$ cat src/rtl/dcCfgPkg.sv
package dcCfgPkg;
  localparam int HDR_BYTES = 8;
  localparam int REC_BYTES = 40;
  localparam logic [7:0] CMD_SET = 8'h48;
  localparam logic [7:0] CMD_OP = 8'h00;
  localparam logic [15:0] REQ_LEN = 16'd2;

  typedef enum logic [1:0] {
    ST_OK = 2'd0,
    ST_UNSUP = 2'd1,
    ST_BADIN = 2'd2,
    ST_BADLEN = 2'd3
  } stsCode_e;

  typedef enum logic [2:0] {
    SEL_BASE = 3'd0,
    SEL_DLEN = 3'd1,
    SEL_RLEN = 3'd2,
    SEL_BSIZE = 3'd3,
    SEL_HANDLE = 3'd4,
    SEL_FLAGS = 3'd5,
    SEL_COUNT = 3'd6
  } tblSel_e;

  typedef struct packed {
    logic load;
    logic advance;
    logic [7:0] recCount;
    logic [7:0] startIdx;
  } dpStrobe_t;
endpackage

$ cat src/rtl/dcCfgCtrl.sv
module dcCfgCtrl
  import dcCfgPkg::*;
#(
  parameter int MAX_REGIONS = 8,
  parameter int CNT_W = 4
) (
  input  logic clk,
  input  logic rstN,
  input  logic cmdValid,
  output logic cmdReady,
  input  logic [7:0] cmdSet,
  input  logic [7:0] cmdOp,
  input  logic [15:0] cmdLen,
  input  logic [7:0] reqCount,
  input  logic [7:0] reqStart,
  input  logic [CNT_W-1:0] regionCount,
  output logic busy,
  output logic rspValid,
  input  logic rspReady,
  output logic rspLast,
  output logic stsValid,
  output logic [1:0] stsCode,
  output logic [15:0] stsLen,
  output dpStrobe_t strobe
);
  typedef enum logic {S_IDLE, S_SEND} state_e;
  localparam logic [15:0] MAX_LEN = 16'(HDR_BYTES + REC_BYTES * MAX_REGIONS);

  state_e state;
  logic [15:0] remain;
  logic accept;
  logic [7:0] countExt, avail, recN;
  logic [15:0] payLen;
  stsCode_e decision;

  assign accept = cmdValid && cmdReady;
  assign countExt = {{(8 - CNT_W){1'b0}}, regionCount};
  assign avail = countExt - reqStart;
  assign recN = (reqCount < avail) ? reqCount : avail;
  assign payLen = 16'(HDR_BYTES) + 16'(REC_BYTES) * {8'd0, recN};

  always_comb begin
    if (cmdSet != CMD_SET || cmdOp != CMD_OP || countExt == 8'd0) decision = ST_UNSUP;
    else if (cmdLen != REQ_LEN) decision = ST_BADLEN;
    else if (reqStart >= countExt) decision = ST_BADIN;
    else decision = ST_OK;
  end

  always_ff @(posedge clk) begin
    if (!rstN) begin
      state <= S_IDLE;
      remain <= '0;
      stsValid <= 1'b0;
      stsCode <= '0;
      stsLen <= '0;
    end else begin
      stsValid <= accept;
      if (accept) begin
        stsCode <= decision;
        stsLen <= (decision == ST_OK) ? payLen : 16'd0;
        if (decision == ST_OK) begin
          state <= S_SEND;
          remain <= payLen;
        end
      end else if (state == S_SEND && rspReady) begin
        remain <= remain - 16'd1;
        if (remain == 16'd1) state <= S_IDLE;
      end
    end
  end

  assign cmdReady = (state == S_IDLE);
  assign busy = (state != S_IDLE);
  assign rspValid = (state == S_SEND);
  assign rspLast = rspValid && (remain == 16'd1);

  always_comb begin
    strobe.load = accept && (decision == ST_OK);
    strobe.advance = rspValid && rspReady;
    strobe.recCount = recN;
    strobe.startIdx = reqStart;
  end

  assert_last_hold_R8: assert property (@(posedge clk) disable iff (!rstN)
    rspValid && !rspReady |=> rspValid && $stable(rspLast));
  assert_last_done_R8: assert property (@(posedge clk) disable iff (!rstN)
    rspLast && rspReady |=> cmdReady && !rspValid);
  assert_err_no_payload_R3: assert property (@(posedge clk) disable iff (!rstN)
    stsValid && stsCode != ST_OK |-> !rspValid && stsLen == 16'd0);
  assert_len_range_R4: assert property (@(posedge clk) disable iff (!rstN)
    stsValid && stsCode == ST_OK |-> stsLen >= 16'(HDR_BYTES) && stsLen <= MAX_LEN);
  assert_busy_blocks_R11: assert property (@(posedge clk) disable iff (!rstN)
    rspValid |-> !cmdReady);
endmodule

$ cat src/rtl/dcCfgData.sv
module dcCfgData
  import dcCfgPkg::*;
#(
  parameter int MAX_REGIONS = 8,
  parameter int CNT_W = 4,
  parameter int IDX_W = 3
) (
  input  logic clk,
  input  logic rstN,
  input  logic tblWrEn,
  input  logic [2:0] tblWrSel,
  input  logic [7:0] tblWrIdx,
  input  logic [63:0] tblWrData,
  input  logic lockTable,
  input  dpStrobe_t strobe,
  output logic [CNT_W-1:0] regionCount,
  output logic [7:0] rspData
);
  logic [63:0] baseMem [MAX_REGIONS];
  logic [63:0] dlenMem [MAX_REGIONS];
  logic [63:0] rlenMem [MAX_REGIONS];
  logic [63:0] bsizeMem [MAX_REGIONS];
  logic [31:0] handleMem [MAX_REGIONS];
  logic [7:0] flagsMem [MAX_REGIONS];

  logic wrOk, idxOk;
  logic [IDX_W-1:0] wrIdx;
  logic inHdr;
  logic [2:0] hdrIdx;
  logic [IDX_W-1:0] recIdx;
  logic [5:0] recByte;
  logic [7:0] recCountR;
  logic [63:0] word;

  assign wrOk = tblWrEn && !lockTable;
  assign idxOk = tblWrIdx < 8'(MAX_REGIONS);
  assign wrIdx = tblWrIdx[IDX_W-1:0];

  always_ff @(posedge clk) begin
    if (!rstN) begin
      regionCount <= '0;
      for (int i = 0; i < MAX_REGIONS; i++) begin
        baseMem[i] <= '0;
        dlenMem[i] <= '0;
        rlenMem[i] <= '0;
        bsizeMem[i] <= '0;
        handleMem[i] <= '0;
        flagsMem[i] <= '0;
      end
    end else if (wrOk) begin
      if (tblWrSel == SEL_COUNT) begin
        if (tblWrData <= 64'(MAX_REGIONS)) regionCount <= tblWrData[CNT_W-1:0];
      end else if (idxOk) begin
        case (tblWrSel)
          SEL_BASE: baseMem[wrIdx] <= tblWrData;
          SEL_DLEN: dlenMem[wrIdx] <= tblWrData;
          SEL_RLEN: rlenMem[wrIdx] <= tblWrData;
          SEL_BSIZE: bsizeMem[wrIdx] <= tblWrData;
          SEL_HANDLE: handleMem[wrIdx] <= tblWrData[31:0];
          SEL_FLAGS: flagsMem[wrIdx] <= tblWrData[7:0];
          default: ;
        endcase
      end
    end
  end

  always_ff @(posedge clk) begin
    if (!rstN) begin
      inHdr <= 1'b1;
      hdrIdx <= '0;
      recIdx <= '0;
      recByte <= '0;
      recCountR <= '0;
    end else if (strobe.load) begin
      inHdr <= 1'b1;
      hdrIdx <= '0;
      recIdx <= strobe.startIdx[IDX_W-1:0];
      recByte <= '0;
      recCountR <= strobe.recCount;
    end else if (strobe.advance) begin
      if (inHdr) begin
        if (hdrIdx == 3'd7) inHdr <= 1'b0;
        else hdrIdx <= hdrIdx + 3'd1;
      end else if (recByte == 6'(REC_BYTES - 1)) begin
        recByte <= '0;
        recIdx <= recIdx + 1'b1;
      end else begin
        recByte <= recByte + 6'd1;
      end
    end
  end

  always_comb begin
    case (recByte[5:3])
      3'd0: word = baseMem[recIdx];
      3'd1: word = dlenMem[recIdx];
      3'd2: word = rlenMem[recIdx];
      3'd3: word = bsizeMem[recIdx];
      3'd4: word = {24'd0, flagsMem[recIdx], handleMem[recIdx]};
      default: word = '0;
    endcase
    if (inHdr) rspData = (hdrIdx == 3'd0) ? recCountR : 8'd0;
    else rspData = word[{recByte[2:0], 3'b000} +: 8];
  end

  assert_locked_table_R9: assert property (@(posedge clk) disable iff (!rstN)
    lockTable && tblWrEn |=> $stable(regionCount));
  assert_rec_byte_range_R6: assert property (@(posedge clk) disable iff (!rstN)
    recByte < 6'(REC_BYTES));
  assert_count_bound_R9: assert property (@(posedge clk) disable iff (!rstN)
    regionCount <= CNT_W'(MAX_REGIONS));
endmodule

$ cat src/rtl/dcConfigResponder.sv
module dcConfigResponder
  import dcCfgPkg::*;
#(
  parameter int MAX_REGIONS = 8
) (
  input  logic clk,
  input  logic rstN,
  input  logic tblWrEn,
  input  logic [2:0] tblWrSel,
  input  logic [7:0] tblWrIdx,
  input  logic [63:0] tblWrData,
  input  logic cmdValid,
  output logic cmdReady,
  input  logic [7:0] cmdSet,
  input  logic [7:0] cmdOp,
  input  logic [15:0] cmdLen,
  input  logic [7:0] reqCount,
  input  logic [7:0] reqStart,
  output logic rspValid,
  input  logic rspReady,
  output logic [7:0] rspData,
  output logic rspLast,
  output logic stsValid,
  output logic [1:0] stsCode,
  output logic [15:0] stsLen
);
  localparam int CNT_W = $clog2(MAX_REGIONS + 1);
  localparam int IDX_W = (MAX_REGIONS > 1) ? $clog2(MAX_REGIONS) : 1;

  dpStrobe_t strobe;
  logic [CNT_W-1:0] regionCount;
  logic busy;
  logic lockTable;

  assign lockTable = busy || (cmdValid && cmdReady);

  dcCfgCtrl #(.MAX_REGIONS(MAX_REGIONS), .CNT_W(CNT_W)) uCtrl (
    .clk(clk), .rstN(rstN), .cmdValid(cmdValid), .cmdReady(cmdReady),
    .cmdSet(cmdSet), .cmdOp(cmdOp), .cmdLen(cmdLen), .reqCount(reqCount),
    .reqStart(reqStart), .regionCount(regionCount), .busy(busy),
    .rspValid(rspValid), .rspReady(rspReady), .rspLast(rspLast),
    .stsValid(stsValid), .stsCode(stsCode), .stsLen(stsLen), .strobe(strobe)
  );

  dcCfgData #(.MAX_REGIONS(MAX_REGIONS), .CNT_W(CNT_W), .IDX_W(IDX_W)) uData (
    .clk(clk), .rstN(rstN), .tblWrEn(tblWrEn), .tblWrSel(tblWrSel),
    .tblWrIdx(tblWrIdx), .tblWrData(tblWrData), .lockTable(lockTable),
    .strobe(strobe), .regionCount(regionCount), .rspData(rspData)
  );

  assert_data_hold_R8: assert property (@(posedge clk) disable iff (!rstN)
    rspValid && !rspReady |=> $stable(rspData));
endmodule

$ cat config.mk
export PLATFORM = sky130hd
export DESIGN_NAME = dcConfigResponder
export DESIGN_NICKNAME = d
export VERILOG_FILES = /design/src/rtl/dcCfgPkg.sv /design/src/rtl/dcCfgCtrl.sv /design/src/rtl/dcCfgData.sv /design/src/rtl/dcConfigResponder.sv
export SDC_FILE = /design/constraint.sdc
export NUM_CORES = 2
export LEC_CHECK = 0
export ABC_AREA = 1
export BUFFER_PORTS_ARGS = -buffer_cell sky130_fd_sc_hd__buf_4
export CORE_UTILIZATION = 57
export CTS_BUF_LIST = sky130_fd_sc_hd__clkbuf_4 sky130_fd_sc_hd__clkbuf_8 sky130_fd_sc_hd__clkbuf_16
export CTS_CLUSTER_SIZE = 28
export DETAILED_ROUTE_END_ITERATION = 6
export PLACE_DENSITY = 0.74
export SLEW_MARGIN = 10
export SYNTH_ARGS = -nofsm -noshare
export SYNTH_HDL_FRONTEND = slang
export SYNTH_SLANG_ARGS = --single-unit
$ cat constraint.sdc
create_clock -name clk -period 5.5 [get_ports clk]
set_clock_uncertainty 0.15 [all_clocks]
set_input_delay 1.1 -clock clk [delete_from_list [all_inputs] [get_ports clk]]
set_output_delay 1.1 -clock clk [all_outputs]
set_load 0.01 [all_outputs]
## Yosys cells after proc, flatten, opt, wreduce, memory -nomap -nowiden

Memories as Yosys holds them, arrays and structs flattened. A register that Yosys moved wholly into a read port is not among the register bits.
Cells that the tools add are included.

| word-level totals | value |
|---|---|
| logic and storage cells | 171 |
| memories | 6 |
| output and inout port bits | 30 |
| flip-flop bits (word level) | 61 |
| bits in writable memories | 2368 |
| bits of input ports | 128 |

| operators by class | value |
|---|---|
| reduce and logical (&&, ||, !) cells | 32 |
| $mul | 1 |
| mux-type cells | 89 |
| add/subtract/negate cells | 6 |
| shift operators | 1 |
| $lt $le $gt $ge | 4 |
| equality and inequality tests | 17 |
| bitwise gates (word level) | 4 |

Memory list:

| memory | words | bits a word | read ports | clocked after memory_dff | write ports | line | text |
|---|---|---|---|---|---|---|---|
| uData.baseMem | 8 | 64 | 1 | 1 | 8 | dcCfgData.sv:19 | `logic [63:0] baseMem [MAX_REGIONS];` |
| uData.bsizeMem | 8 | 64 | 1 | 1 | 8 | dcCfgData.sv:22 | `logic [63:0] bsizeMem [MAX_REGIONS];` |
| uData.dlenMem | 8 | 64 | 1 | 1 | 8 | dcCfgData.sv:20 | `logic [63:0] dlenMem [MAX_REGIONS];` |
| uData.rlenMem | 8 | 64 | 1 | 1 | 8 | dcCfgData.sv:21 | `logic [63:0] rlenMem [MAX_REGIONS];` |
| uData.handleMem | 8 | 32 | 1 | 1 | 8 | dcCfgData.sv:23 | `logic [31:0] handleMem [MAX_REGIONS];` |
| uData.flagsMem | 8 | 8 | 1 | 1 | 8 | dcCfgData.sv:24 | `logic [7:0] flagsMem [MAX_REGIONS];` |

Operators with widths:

| cell | count |
|---|---|
| $pmux 64 s5 | 1 |
| $mux 64 | 4 |
| $reduce_or 64->1 | 4 |
| $mux 3 | 22 |
| $le 64x4->1 const B | 1 |
| $mux 16 | 4 |
| $shiftx 64x7->8 | 1 |
| $mux 1 | 49 |
| $mux 32 | 1 |
| $mux 8 | 4 |
| $reduce_or 32->1 | 1 |
| $eq 16x1->1 const B | 1 |
| $ne 16x2->1 const B | 1 |
| $sub 16x1->16 const B | 1 |
| $add 4x14->15 const A | 1 |
| $eq 3x3->1 const B | 5 |
| $eq 3x2->1 const B | 4 |
| $reduce_and 3->1 | 4 |
| $mul 3x8->11 const A | 1 |
| $logic_not 3->1 | 3 |
| $ge 8x4->1 | 1 |
| $logic_not 8->1 | 1 |
| $lt 8x4->1 const B | 1 |
| $lt 8x8->1 | 1 |
| other kinds (19) | 37 |

## Depth between registers and ports, before layout

| depth | value |
|---|---|
| depth after elaboration | 10 |
| depth in mapped cells | 35 |
| depth with buffers taken out | 34 |

## Cells and area by module

A second synthesis with hierarchy kept.

| second synthesis, totals | value |
|---|---|
| cell total of the unflattened synthesis | 12140 |
| area total of the unflattened synthesis | 112123.8 sq um |

By module, submodules not included:

| module | cells each | seq. area each (sq um) | area each (sq um) | instances |
|---|---|---|---|---|
| dcCfgData | 11693 | 71668.7 | 109192.2 | 1 |
| dcCfgCtrl | 444 | 640.6 | 2920.3 | 1 |
| dcConfigResponder | 3 | 0.0 | 11.3 | 1 |

## Worst setup path before layout

Ideal clock, no wire load.

| timing | value |
|---|---|
| path kind | input -> register |
| start | in reqStart[0] |
| end | reg uCtrl.stsLen[11] |
| required time | 5.234 ns |
| slack | -0.129 ns |
| library setup time | 0.116 ns |
| path buffers | 1 |
| arrival time | 5.364 ns |
| cell stages on the path | 26 |
| path through | ha_1 -> fa_1 -> nor2_1 -> nor2_1 -> nor2_1 -> inv_1 -> o21ai_0 -> nand2_1 -> ha_1 -> nand2_1 -> o21a_1 -> nand2_1 -> inv_1 -> clkbuf_1 -> o21ai_0 -> inv_1 -> nor2_1 -> nor2_1 -> ha_1 -> fa_1 -> xor2_1 -> nand2_1 -> nor3_1 -> xor2_1 -> nand2_1 -> and3_1 |

RTL lines:

| item | line | text |
|---|---|---|
| start: declaration | dcConfigResponder.sv:18 | `input logic [7:0] reqStart,` |
| end signal: assignment | dcCfgCtrl.sv:60 | `stsLen <= (decision == ST_OK) ? payLen : 16'd0;` |
| end: declaration | dcCfgCtrl.sv:23 | `output logic [15:0] stsLen,` |

==> reports/metrics.cfg <==
[global_route]
grt_antenna_before_repair=13
grt_pass1_wl_mm=539
track_usage_pct=38.2
grt_max_degree=168
grt_pass1_vias=81500
grt_overflow=0

[floorplan]
io_pins=158
die_x_um=441
start_util_pct=57.5
core-area_um2=191000
dieArea_um2=194000
die_y_um=441
row_count=160

[clock_tree]
path_clk_slew_ps=60
clk_latency_ps=900
h-tree-depth=4
clk_root_buffer_cell=clkbuf_16
cts_tree=built
cts_sinks=2428
cts-hold-fix-buffers=0
cts_buffers=237
clockBufferDepth=3

[final_layout]
seqCellArea_um2=72300
multi_input_area_um2=32400
mostFrequentLayoutCells=nor2_1, edfxtp_1, o21ai_0
stdcell_count=13400
syn2layout_area_growth_pct=10.7
nNetsFinal=10800
final_common_cell=nor2_1
final_core_util_pct=63.7
drive_above_1_share_pct=9.52
n_fill_cell=14600

[drt]
drt_first_pass_iters=7
ant_nets=0
num_vias=87400
drt_iter0_drc=16400
via_per_inst=6.54
wl_mm=378
wire_per_inst_um=28.3
drcViolationCount=0

[synth]
ys_types=48
syn_area_um2=110000
synth-edff-count=2368
yosysWarnings=0
synthCells=10800
avgSynthCellArea_um2=10.1
ys_ff_latch=2428
synthArstFlopShare_pct=0
yosysSeqAreaShare_pct=65.9
synth_flop_cell=edfxtp_1

[job]
cap_violations=0

[outcome]
status=complete, but fails checks
violations=negative setup slack

[power]
ir_drop_mv=0.308
powerDensity_nw_per_um2=317
power.leakage_nw=47.6

[sta]
finalHoldViolCount=0
setup_viol=6
slew_headroom_pct=15.3
setup_tns_ps=-366
worstMarginPinSlew_ps=1270
fmax_mhz=177
fin_crit_ps=5660
fin_crit_sh_pct=103
maxSlewViolCount=0
setup_ws_ps=-163

[critical_path]
worst-path-buf-inv=4
crit_path_max_fanout=86
cpPeakStageDelay_ps=620
end_kind=output pin
critPathKind=register to output pin
reg2reg_from=uData.regionCount[0]
slowest_stage=o21ai_1
crit_path_frequent_cell=nand3_1
critPathTopFamily=compound AO/OA/AOI/OAI gates
crit_chain=inv_16 > buf_12 > buf_4 > o21ai_0 > o211ai_1 > nand3_1 > nand3_1 > o21ai_1 > nand3_1 > nand3_1 > nand2_1 > buf_4
crit_required_ps=4250
crit_arrival_ps=4410
worstSetupStartpointType=register

[placed_design]
dp_hpwl_mm=208
port_buffers=153
gp_congestion=0.919
dp.cells=12900

[hold_path]
min_path_type=input port to register
min_from=tblWrData[2]

[state kept, by name, indices dropped and copies added (netlist names), 2 cells and up, named ones only]
name and cells:
uData.handleMem 256, uData.dlenMem 512, uData.regionCount 4, uCtrl.stsLen 12
uData.bsizeMem 512, uData.hdrIdx 3, uData.flagsMem 64, uCtrl.remain 16
uData.baseMem 512, uData.recByte 6, uCtrl.stsCode 2, uData.recCountR 8
uData.recIdx 3, uData.rlenMem 512
[synth_stat cells (2+ instances only)]
| library cell | number | area (um2) |
|---|---|---|
| a22o_1 | 5 | 43.8 |
| clkbuf_1 | 561 | 2110 |
| o21a_1 | 3 | 22.5 |
| buf_2 | 293 | 1470 |
| o22ai_1 | 19 | 119 |
| a21oi_1 | 43 | 215 |
| nor4_1 | 13 | 81.3 |
| o221ai_1 | 36 | 315 |
| dfxtp_1 | 60 | 1200 |
| nor3b_1 | 4 | 30.0 |
| nor3_1 | 18 | 90.1 |
| buf_6 | 78 | 878 |
| o21ai_1 | 159 | 796 |
| xor2_1 | 13 | 114 |
| or2_2 | 3 | 18.8 |
| o21ai_0 | 1036 | 5180 |
| a31oi_1 | 4 | 25.0 |
| o211ai_1 | 421 | 3160 |
| nand3b_1 | 5 | 37.5 |
| nand3_1 | 516 | 2580 |
| inv_1 | 188 | 706 |
| ha_1 | 30 | 375 |
| nor2_1 | 4274 | 16000 |
| xnor2_1 | 5 | 43.8 |
| and2_1 | 3 | 18.8 |
| fa_1 | 2 | 40.0 |
| nor3_2 | 8 | 80.1 |
| nand2_1 | 549 | 2060 |
| edfxtp_1 | 2368 | 71100 |
| buf_1 | 41 | 154 |
| nand4_1 | 31 | 194 |
| o31ai_1 | 3 | 22.5 |
| inv_2 | 7 | 26.3 |
| buf_4 | 20 | 150 |
[worst min-delay path, cell delays in order]
cell and delay [ps]:
buf_4 90, nor2_1 40, nor2_1 90
[final timing paths]
| check | slack (ps) | cells after the start | endpoint |
|---|---|---|---|
| worst max-delay path | -160 | 12 | rspData[0] |
| worst min-delay path | 290 | 3 | uData.regionCount[2] |
| worst max register to register | 460 | 27 | uCtrl.remain[12] |
| worst min register to register | 290 | 2 | uCtrl.stsLen[14] |
[repair_timing]
action                                  CTS  global route
gates cloned                              0             3
resized for setup                         3            23
pin swaps                                 0             1
hold endpoints to repair                  0             0
endpoints found under the setup margin    8             8
buffers inserted                         10             0
[per-layer routing]
layer / vias to the layer above / share of wire (%) / global-route usage [%]
met4: 22 / 7.5 / 24.6
met3: 1557 / 16 / 11.2
met2: 7688 / 43 / 56.3
li1: 36600 / - / -
met1: 41500 / 34 / 49.6
met5: - / 0.043 / 0.124
[cell families (layout without fill, tap and decap cells)]
group                    after synthesis  in the layout  share of synthesized area [%]
AND/OR/NAND/NOR                     5429           5429                           19.4
flip-flops                          2428           2428                           65.9
AO/OA/AOI/OAI                       1735           1735                           9.08
buffers and inverters               1190           1191                           5.02
adder cells (fa/ha/maj)               32             32                          0.379
XOR/XNOR                              18             18                          0.144
other                                  1             10                        0.00342
[cell type report]
| type | instances | area share, % |
|---|---|---|
| clock buffer | 302 | 5.29 |
| timing repair buffer | 560 | 4.38 |
| tap | 2511 | 2.59 |
| multi-input combinational | 7218 | 26.7 |
| clock inverter | 133 | 0.791 |
| antenna | 6 | 0.0124 |
| inverter | 196 | 0.645 |
| sequential | 2428 | 59.6 |
[report_power, final]
| group | internal [mW] | switching (mW) | leakage [nW] |
|---|---|---|---|
| Clock | 8.53 | 7.14 | 3.70 |
| Sequential | 20.8 | 0.152 | 25.2 |
| Combinational | 0.468 | 1.46 | 18.8 |
[through the flow]
step	hold slack (ps)	power, mW	setup WS (ps)	cell area, um2
finish	293	38.5	-163	121000
global route	299	39.3	-15.7	121000
CTS	284	38.4	2.92	121000
detailed placement	285	23.2	-358	114000
global placement	279	23.1	-395	114000
floorplan	279	22.2	14.8	110000
(Power assumes the default switching activity.)
